$ cat src/rtl/bcr_pkg.sv
package bcr_pkg;
  localparam int unsigned DATA_W   = 32;
  localparam int unsigned OFF_W    = 20;
  localparam int unsigned NCHAR    = 8;
  localparam int unsigned CHAR_W   = 8;
  localparam int unsigned IDX_W    = $clog2(NCHAR);

  localparam logic [OFF_W-1:0] OFF_SWITCH = 20'h00200;
  localparam logic [OFF_W-1:0] OFF_STATUS = 20'h00208;
  localparam logic [OFF_W-1:0] OFF_JUMPER = 20'h00210;
  localparam logic [OFF_W-1:0] OFF_LED    = 20'h00408;
  localparam logic [OFF_W-1:0] OFF_HEXWD  = 20'h00410;
  localparam logic [OFF_W-1:0] OFF_CHAR0  = 20'h00418;
  localparam logic [OFF_W-1:0] OFF_SRST   = 20'h00500;
  localparam logic [OFF_W-1:0] OFF_BRK    = 20'h00508;
  localparam logic [OFF_W-1:0] OFF_GPO    = 20'h00a00;
  localparam logic [OFF_W-1:0] OFF_GPI    = 20'h00a08;
  localparam logic [OFF_W-1:0] OFF_I2CIN  = 20'h00b00;
  localparam logic [OFF_W-1:0] OFF_I2COE  = 20'h00b08;
  localparam logic [OFF_W-1:0] OFF_I2COUT = 20'h00b10;
  localparam logic [OFF_W-1:0] OFF_I2CSEL = 20'h00b18;
  localparam logic [OFF_W-1:0] OFF_CHARN  = OFF_CHAR0 + 20'((NCHAR-1)*8);

  localparam logic [DATA_W-1:0] SRST_MAGIC = 32'h0000_0042;
  localparam logic [CHAR_W-1:0] CHAR_BLANK = 8'h20;

  function automatic logic [CHAR_W-1:0] hex_ascii(input logic [3:0] n);
    return (n < 4'd10) ? (8'h30 + {4'h0, n}) : (8'h37 + {4'h0, n});
  endfunction

  function automatic logic readable(input logic [OFF_W-1:0] off);
    return off inside {OFF_SWITCH, OFF_STATUS, OFF_JUMPER, OFF_LED, OFF_BRK,
                       OFF_GPO, OFF_GPI, OFF_I2CIN, OFF_I2COE, OFF_I2COUT,
                       OFF_I2CSEL};
  endfunction
endpackage

$ cat src/rtl/bcr_display.sv
module bcr_display
  import bcr_pkg::*;
(
  input  logic                     clk,
  input  logic                     rst_n,
  input  logic                     word_we,
  input  logic [DATA_W-1:0]        word_data,
  input  logic                     char_we,
  input  logic [IDX_W-1:0]         char_idx,
  input  logic [CHAR_W-1:0]        char_data,
  output logic [NCHAR*CHAR_W-1:0]  chars
);
  for (genvar k = 0; k < NCHAR; k++) begin : g_char
    localparam int unsigned MSB = DATA_W - 1 - 4*k;
    always_ff @(posedge clk) begin
      if (!rst_n)
        chars[k*CHAR_W +: CHAR_W] <= CHAR_BLANK;
      else if (word_we)
        chars[k*CHAR_W +: CHAR_W] <= hex_ascii(word_data[MSB -: 4]);
      else if (char_we && char_idx == IDX_W'(k))
        chars[k*CHAR_W +: CHAR_W] <= char_data;
    end
  end


  hex_first_chk: assert property (@(posedge clk) disable iff (!rst_n)
    word_we |=> chars[CHAR_W-1:0] == hex_ascii($past(word_data[DATA_W-1 -: 4])));


  char_hold_chk: assert property (@(posedge clk) disable iff (!rst_n)
    (!word_we && !char_we) |=> $stable(chars));
endmodule

$ cat src/rtl/bcr_i2c.sv
module bcr_i2c
  import bcr_pkg::*;
#(
  parameter logic [1:0] IN_RESET = 2'b11
)(
  input  logic              clk,
  input  logic              rst_n,
  input  logic              oe_we,
  input  logic              out_we,
  input  logic              sel_we,
  input  logic [DATA_W-1:0] wdata,
  input  logic              sda_i,
  output logic [1:0]        oe_q,
  output logic [DATA_W-1:0] out_q,
  output logic              sel_q,
  output logic [DATA_W-1:0] in_rd,
  output logic              scl_o,
  output logic              sda_o
);
  always_ff @(posedge clk) begin
    if (!rst_n) begin
      oe_q  <= '0;
      out_q <= DATA_W'(3);
      sel_q <= 1'b1;
    end else begin
      if (oe_we)  oe_q  <= wdata[1:0];
      if (out_we) out_q <= wdata;
      if (sel_we) sel_q <= wdata[0];
    end
  end

  assign scl_o = out_q[1];
  assign sda_o = out_q[0];
  assign in_rd = {{(DATA_W-2){1'b0}}, IN_RESET[1], sda_i};


  line_follow_chk: assert property (@(posedge clk) disable iff (!rst_n)
    out_we |=> {scl_o, sda_o} == $past(wdata[1:0]));
endmodule

$ cat src/rtl/board_ctrl_regs.sv
module board_ctrl_regs
  import bcr_pkg::*;
#(
  parameter bit BIG_ENDIAN = 1'b1
)(
  input  logic                    clk,
  input  logic                    rst_n,
  input  logic [31:0]             bus_addr,
  input  logic                    bus_we,
  input  logic [31:0]             bus_wdata,
  output logic [31:0]             bus_rdata,
  output logic [7:0]              led_o,
  output logic [63:0]             disp_chars_o,
  output logic                    sys_reset_req_o,
  output logic                    i2c_scl_o,
  output logic                    i2c_sda_o,
  input  logic                    i2c_sda_i
);
  localparam logic [DATA_W-1:0] STATUS_VAL = BIG_ENDIAN ? 32'h12 : 32'h10;

  logic [OFF_W-1:0] off;
  logic [11:0]      unused_addr;
  assign off         = bus_addr[OFF_W-1:0];
  assign unused_addr = bus_addr[31:OFF_W];

  // write decode
  logic             char_hit;
  logic [OFF_W-1:0] char_rel;
  assign char_rel = off - OFF_CHAR0;
  assign char_hit = (off >= OFF_CHAR0) && (off <= OFF_CHARN) && (off[2:0] == 3'b000);

  logic [7:0] brk_q, gpo_q;
  logic [1:0] oe_q;
  logic [DATA_W-1:0] i2c_out_q, i2c_in_rd;
  logic sel_q;

  always_ff @(posedge clk) begin
    if (!rst_n) begin
      led_o           <= '0;
      brk_q           <= 8'h0a;
      gpo_q           <= '0;
      sys_reset_req_o <= 1'b0;
    end else begin
      if (bus_we && off == OFF_LED) led_o <= bus_wdata[7:0];
      if (bus_we && off == OFF_BRK) brk_q <= bus_wdata[7:0];
      if (bus_we && off == OFF_GPO) gpo_q <= bus_wdata[7:0];
      sys_reset_req_o <= bus_we && (off == OFF_SRST) && (bus_wdata == SRST_MAGIC);
    end
  end

  bcr_display i_disp (
    .clk       (clk),
    .rst_n     (rst_n),
    .word_we   (bus_we && off == OFF_HEXWD),
    .word_data (bus_wdata),
    .char_we   (bus_we && char_hit),
    .char_idx  (char_rel[3 +: IDX_W]),
    .char_data (bus_wdata[CHAR_W-1:0]),
    .chars     (disp_chars_o)
  );

  bcr_i2c i_i2c (
    .clk    (clk),
    .rst_n  (rst_n),
    .oe_we  (bus_we && off == OFF_I2COE),
    .out_we (bus_we && off == OFF_I2COUT),
    .sel_we (bus_we && off == OFF_I2CSEL),
    .wdata  (bus_wdata),
    .sda_i  (i2c_sda_i),
    .oe_q   (oe_q),
    .out_q  (i2c_out_q),
    .sel_q  (sel_q),
    .in_rd  (i2c_in_rd),
    .scl_o  (i2c_scl_o),
    .sda_o  (i2c_sda_o)
  );

  // read mux, registered
  logic [DATA_W-1:0] rd_mux;
  always_comb begin
    unique case (off)
      OFF_STATUS: rd_mux = STATUS_VAL;
      OFF_LED:    rd_mux = {24'h0, led_o};
      OFF_BRK:    rd_mux = {24'h0, brk_q};
      OFF_GPO:    rd_mux = {24'h0, gpo_q};
      OFF_GPI:    rd_mux = sel_q ? i2c_out_q : '0;
      OFF_I2CIN:  rd_mux = i2c_in_rd;
      OFF_I2COE:  rd_mux = {30'h0, oe_q};
      OFF_I2COUT: rd_mux = i2c_out_q;
      OFF_I2CSEL: rd_mux = {31'h0, sel_q};
      default:    rd_mux = '0;
    endcase
  end

  always_ff @(posedge clk) begin
    if (!rst_n) bus_rdata <= '0;
    else        bus_rdata <= rd_mux;
  end


  unmapped_zero_chk: assert property (@(posedge clk) disable iff (!rst_n)
    !readable(off) |=> bus_rdata == '0);


  led_hold_chk: assert property (@(posedge clk) disable iff (!rst_n)
    !(bus_we && off == OFF_LED) |=> $stable(led_o));


  srst_magic_chk: assert property (@(posedge clk) disable iff (!rst_n)
    sys_reset_req_o |-> $past(bus_wdata) == SRST_MAGIC && $past(bus_we));


  gpi_sel_chk: assert property (@(posedge clk) disable iff (!rst_n)
    (off == OFF_GPI && !sel_q) |=> bus_rdata == '0);
endmodule

$ cat config.mk
export PLATFORM = sky130hd
export DESIGN_NAME = board_ctrl_regs
export DESIGN_NICKNAME = d
export VERILOG_FILES = /design/src/rtl/bcr_pkg.sv /design/src/rtl/bcr_display.sv /design/src/rtl/bcr_i2c.sv /design/src/rtl/board_ctrl_regs.sv
export SDC_FILE = /design/constraint.sdc
export NUM_CORES = 1
export LEC_CHECK = 0
export ABC_AREA = 0
export BUFFER_PORTS_ARGS = -buffer_cell sky130_fd_sc_hd__buf_2
export CAP_MARGIN = 30
export CORE_UTILIZATION = 30
export CTS_CLUSTER_SIZE = 20
export DETAILED_ROUTE_END_ITERATION = 6
export PLACE_DENSITY = 0.56
export SLEW_MARGIN = 0
export SYNTH_ARGS = -nofsm -noshare
export SYNTH_HDL_FRONTEND = slang
export SYNTH_SLANG_ARGS = --single-unit
$ cat constraint.sdc
create_clock -name clk -period 4.2 [get_ports clk]
set_input_delay 0.42 -clock clk [delete_from_list [all_inputs] [get_ports clk]]
set_output_delay 0.42 -clock clk [all_outputs]
set_load 0.05 [all_outputs]
# Yosys cells after proc, flatten, opt, wreduce, memory -nomap -nowiden
# Index checks and enable logic that the tools add are counted.
[word_totals] regBits=156 wordCells=118
[op_classes] eq_ne=19 addsub=17 magnitude_cmp=10 reduce_logical=30 n_mux=26
[op_table] cell="$pmux 32 s9" count=1
[op_table] cell="$mux 8" count=24
[op_table] cell="$eq 20x12->1 const B" count=6
[op_table] cell="$add 6x4->7 const A" count=16
[op_table] cell="$eq 20x11->1 const B" count=4
[op_table] cell="$eq 32x7->1 const B" count=1
[op_table] cell="$lt 4x4->1 const B" count=8
[op_table] cell="$mux 32" count=1
[op_table] cell="$eq 20x10->1 const B" count=1
[op_table] cell="$ge 20x11->1 const B" count=1
[op_table] cell="$le 20x11->1 const B" count=1
[op_table] cell="$logic_and 1x1->1" count=20
[op_table] cell="$reduce_bool 2->1" count=8
[op_table] cell="$eq 3x3->1 const B" count=4
[op_table] cell="$eq 3x2->1 const B" count=2
[op_table] cell="$logic_not 3->1" count=2
[op_table] cell="$sub 6x5->6 const B" count=1
[op_table] cell="$eq 3x1->1 const B" count=1

# Depth between registers and ports, before layout
[depth] depth_word=7 ltp_mapped=9 mapped_depth_nobuf=7

# Modules after synthesis
# From an unflattened synthesis, not the netlist that was laid out.
[hier_totals] hier_cells=825 area_unflattened_um2=7838.8
[by_module_without_submodules] module="bcr_display" seq_area_each_um2=1281.2 area_per_inst_um2=3459.6 instances=1 cells_per_inst=386
[by_module_without_submodules] module="board_ctrl_regs" seq_area_each_um2=1141.1 area_per_inst_um2=2770.2 instances=1 cells_per_inst=291
[by_module_without_submodules] module="bcr_i2c" seq_area_each_um2=700.7 area_per_inst_um2=1609.0 instances=1 cells_per_inst=148

# Least setup slack after synthesis
# OpenSTA, ideal clock, no wires.
[synth_timing] path_type="input port to flip-flop" start="input bus_addr[13]" end="register i_disp.chars[3]" cell_stages=8 setup_time_ps=86 t_required_ps=4114 arrival_time_ps=2608 setup_slack_ps=1506 path_cell_list="or4_1 -> buf_2 -> or3_1 -> buf_2 -> or4_1 -> buf_2 -> mux2i_1 -> a211oi_1"
[synth_between] elab_chain_len=6 elab_cells_between_ends=10
[synth_rtl] element="start, declared" line_no="board_ctrl_regs.sv:8" source="input logic [31:0] bus_addr,"
[synth_rtl] element="$ge 20x11->1 / $le 20x11->1 (equally long branches)" line_no="board_ctrl_regs.sv:30" source="assign char_hit = (off >= OFF_CHAR0) && (off <= OFF_CHARN) && (off[2:0] == 3'b000);"
[synth_rtl] element="$logic_and 1x1->1 (2 in series)" line_no="board_ctrl_regs.sv:30"
[synth_rtl] element="$logic_and 1x1->1" line_no="board_ctrl_regs.sv:56" source=".char_we (bus_we && char_hit),"
[synth_rtl] element="$logic_and 1x1->1" line_no="bcr_display.sv:20" source="else if (char_we && char_idx == IDX_W'(k))"
[synth_rtl] element="$reduce_bool 2->1 (no line)"
[synth_rtl] element="end signal, assigned by index" line_no="bcr_display.sv:19" source="chars[k*CHAR_W +: CHAR_W] <= hex_ascii(word_data[MSB -: 4]);"
[synth_rtl] element="end signal, assigned by index" line_no="bcr_display.sv:21" source="chars[k*CHAR_W +: CHAR_W] <= char_data;"
[synth_rtl] element="end, declared" line_no="bcr_display.sv:11" source="output logic [NCHAR*CHAR_W-1:0] chars"
# Parallel ways exist; a longest one is shown, timed or not.
# A chain may end at the register's enable or synchronous reset.

# Worst setup path in the final report
[layout_timing] start="input bus_addr[13]" end="register bus_rdata[1]"
[layout_between] elab_chain_len=2 elab_cells_between_ends=10
[layout_rtl] element="$eq 20x12->1 (tied with other cells)" line_no="board_ctrl_regs.sv:81" source="unique case (off)"
[layout_rtl] element="$pmux 32 s9 (*)" line_no="board_ctrl_regs.sv:81"
[layout_rtl] element="end signal, assigned" line_no="board_ctrl_regs.sv:97" source="else bus_rdata <= rd_mux;"
[layout_rtl] element="end, declared" line_no="board_ctrl_regs.sv:11" source="output logic [31:0] bus_rdata,"
# Every way passes the cells marked *; elsewhere a longest branch is shown, timed or not.

==> out/qor.csv <==
metric,value,unit
synth_top_area_share,42.4,%
clock_skew,9.35,ps
grt_antenna_before_repair,0,
globalRouteOverflowTotal,0,
cpMostUsedCell,or4_1,
viasPerCell,5.22,
ys_seq_area_share,42.4,%
holdPathEnd,i_i2c.out_q[20],
multi_input_area,3860,um^2
max_freq,0.347,GHz
first_pass_iters,5,
num_antenna_cells,0,
cts_tree,yes,
syn_nets,979,
ys.flop_type,dfxtp_1,
synth.distinct_cells,52,
worst-path-buf-inv,2,
synthArstFlopShare,0,%
maxCapViolCount,0,
required,4510,ps
crit_path_start,bus_addr[13],
fp.coreArea,23800,um^2
grt_usage,20.3,%
min-delay-start,bus_wdata[20],
synth_most_common_cell,dfxtp_1,
crit_type,in -> reg,
cts_inserted_buffers,17,
seq_area,3120,um^2
grt_max_degree,75,
placed_area,8410,um^2
worst_pin_slew,761,ps
finalCriticalPeriod,2880,ps
syn_avg_cell_area,8.23,um^2
ios,175,
drc_errors,0,
setup_viol,0,
drive_above_1_share,22.7,%
hold_violations,0,
synth_area,7370,um^2
synth_seq_cells,156,
r2r_end,bus_rdata[1],
crit_family,simple AND/OR/NAND/NOR gates,
finalInstanceArea,9010,um^2
post_cts_hold_buffer_count,0,
htree_num_levels,4,
wire_per_inst,18.9,um
maxSlewViolCount,0,
cellLeakagePower,3.49,nW
max_stage_delay,800,ps
power,3.30,mW
crit_arrival,3190,ps
worstPathCellList,buf_2 > or4_1 > or4_1 > nor3_4 > buf_4 > nand2_1 > a311oi_1,
yosysTopAreaCell,dfxtp_1,
path_max_fanout,25,
status,"finished, final reports clean",
grt_pass1_vias,6713,
post-cts-setup-buffer-count,0,
cts_sinks,156,
hold_path.class,in -> reg,
cts_root_buf,clkbuf_16,
drt_iter0_drc,476,
num-fill-cells,2490,
end_kind,flop,
die_area,25200,um^2
dp_hpwl,18000,um
cellPowerDensity,367,nW/um^2
initial_core_util,31.0,%
synth_edf_count,0,
ys_top_cells_by_count,"dfxtp_1, nand2_1, o21ai_0",
netlist_top_cells_area,"dfxtp_1, mux2i_1, nand2_1",
period_share,68.6,%
clk_pin_slew_worst_paths,70,ps
r2r_cells,5,
postRouteWirelength,25500,um
row_count,56,
rrSetupSlack,2540,ps
num_vias,7052,
cts_buffer_depth,2,
place_congestion,0.873,
crit_slowest_cell,or4_1,
netlist_instances,895,
post_cts_resized,0,
synthToLayoutAreaGrowth,22.4,%
grt_pass1_wl,39600,um
setup_tns,0,ps
die_w,159,um
max-slew-margin-rel,49.0,%
clock_latency,430,ps
hold_path_depth,3,
vdd_drop_max,0.266,mV
nets,1102,
io_buffers,162,
ys_warn_count,0,
rsz0062_at_grt,false,
start_kind,primary input,
ant_nets,0,
r2r_start,i_i2c.sel_q,
dieHeight,159,um
cells in the final DEF, fill, tap and decap left out, types with 7 or more instances in the layout:
| cell type | n |
|---|---|
| ha_1 | 16 |
| a31oi_1 | 7 |
| clkbuf_16 | 17 |
| or4_1 | 8 |
| a21oi_1 | 68 |
| nor3_1 | 48 |
| inv_1 | 19 |
| nor4_1 | 14 |
| dfxtp_1 | 156 |
| xnor2_1 | 8 |
| o22ai_1 | 7 |
| nand4_1 | 11 |
| nor2_1 | 44 |
| mux2i_1 | 50 |
| a211oi_1 | 20 |
| mux2_2 | 7 |
| buf_4 | 16 |
| buf_2 | 162 |
| nand2_1 | 128 |
| nand3_1 | 48 |
| o21ai_0 | 75 |
per-layer routing:
metal / routed length, um / up-vias / track usage, %
met3: 1680 / 32 / 5.22
met1: 11600 / 3325 / 26.7
li1: - / 3460 / -
met4: 526 / 0 / 6.40
met5: 0 / - / 0
met2: 11800 / 235 / 32.4
through the flow:
stage          hold slack [ps]  utilization, %  cells  worst slack [ps]
3_3_place_gp               425            35.4   1318               975
2_1_floorplan              414               -    895              1510
6_report                   257            37.9   1350              1320
3_5_place_dp               425            35.4   1318               924
4_1_cts                    240            37.9   1350              1370
5_1_grt                    266            37.9   1350              1200
state kept, by name, indices dropped and copies added, names as in the netlist:
name,cells
i_disp.chars,64
brk_q,8
led_o,8
gpo_q,8
i_i2c.oe_q,2
bus_rdata,32
i_i2c.out_q,32
sys_reset_req_o,1
i_i2c.sel_q,1
area by class of cell:
type                       count  share of cell area, %
clock inverter                15                   1.97
clock buffer                  17                   4.72
inverter                      20                  0.833
sequential                   156                   34.6
tap                          319                   4.43
timing repair buffer         179                   10.5
multi-input combinational    644                   42.9
cells by family (layout without fill, tap and decap cells):
group | after synthesis | after routing | share of synthesized area, %
AND/OR/NAND/NOR | 347 | 347 | 23.6
buffers and inverters | 95 | 231 | 5.35
XOR/XNOR | 8 | 8 | 0.951
AO/OA/AOI/OAI | 216 | 216 | 17.1
flip-flops | 156 | 156 | 42.4
multiplexers | 57 | 57 | 7.86
adder cells (fa/ha/maj) | 16 | 16 | 2.72
power by group:
group	switching (mW)	total (mW)	leakage, nW	internal [mW]
sequential	0.000000635	1.48	1.26	1.48
combinational	0.165	0.228	1.95	0.0626
clock	0.696	1.60	0.293	0.901
total	0.861	3.30	3.49	2.44
worst max path at each step:
| stage | endpoint | slack (ps) | cells after the start |
|---|---|---|---|
| after global placement | bus_rdata[1] | 970 | 7 |
| final | bus_rdata[1] | 1320 | 7 |
| after global routing | bus_rdata[1] | 1200 | 7 |
| after CTS | bus_rdata[1] | 1370 | 7 |
| after floorplan | i_disp.chars[3] | 1510 | 8 |
| after detailed placement | bus_rdata[1] | 920 | 7 |
tightest hold or removal path, delay by kind of cell:
kind,cells,cell delay [ps]
buffers and inverters,1,110
AND/OR/NAND/NOR,1,60
AO/OA/AOI/OAI,1,60
(Power assumes the default switching activity.)
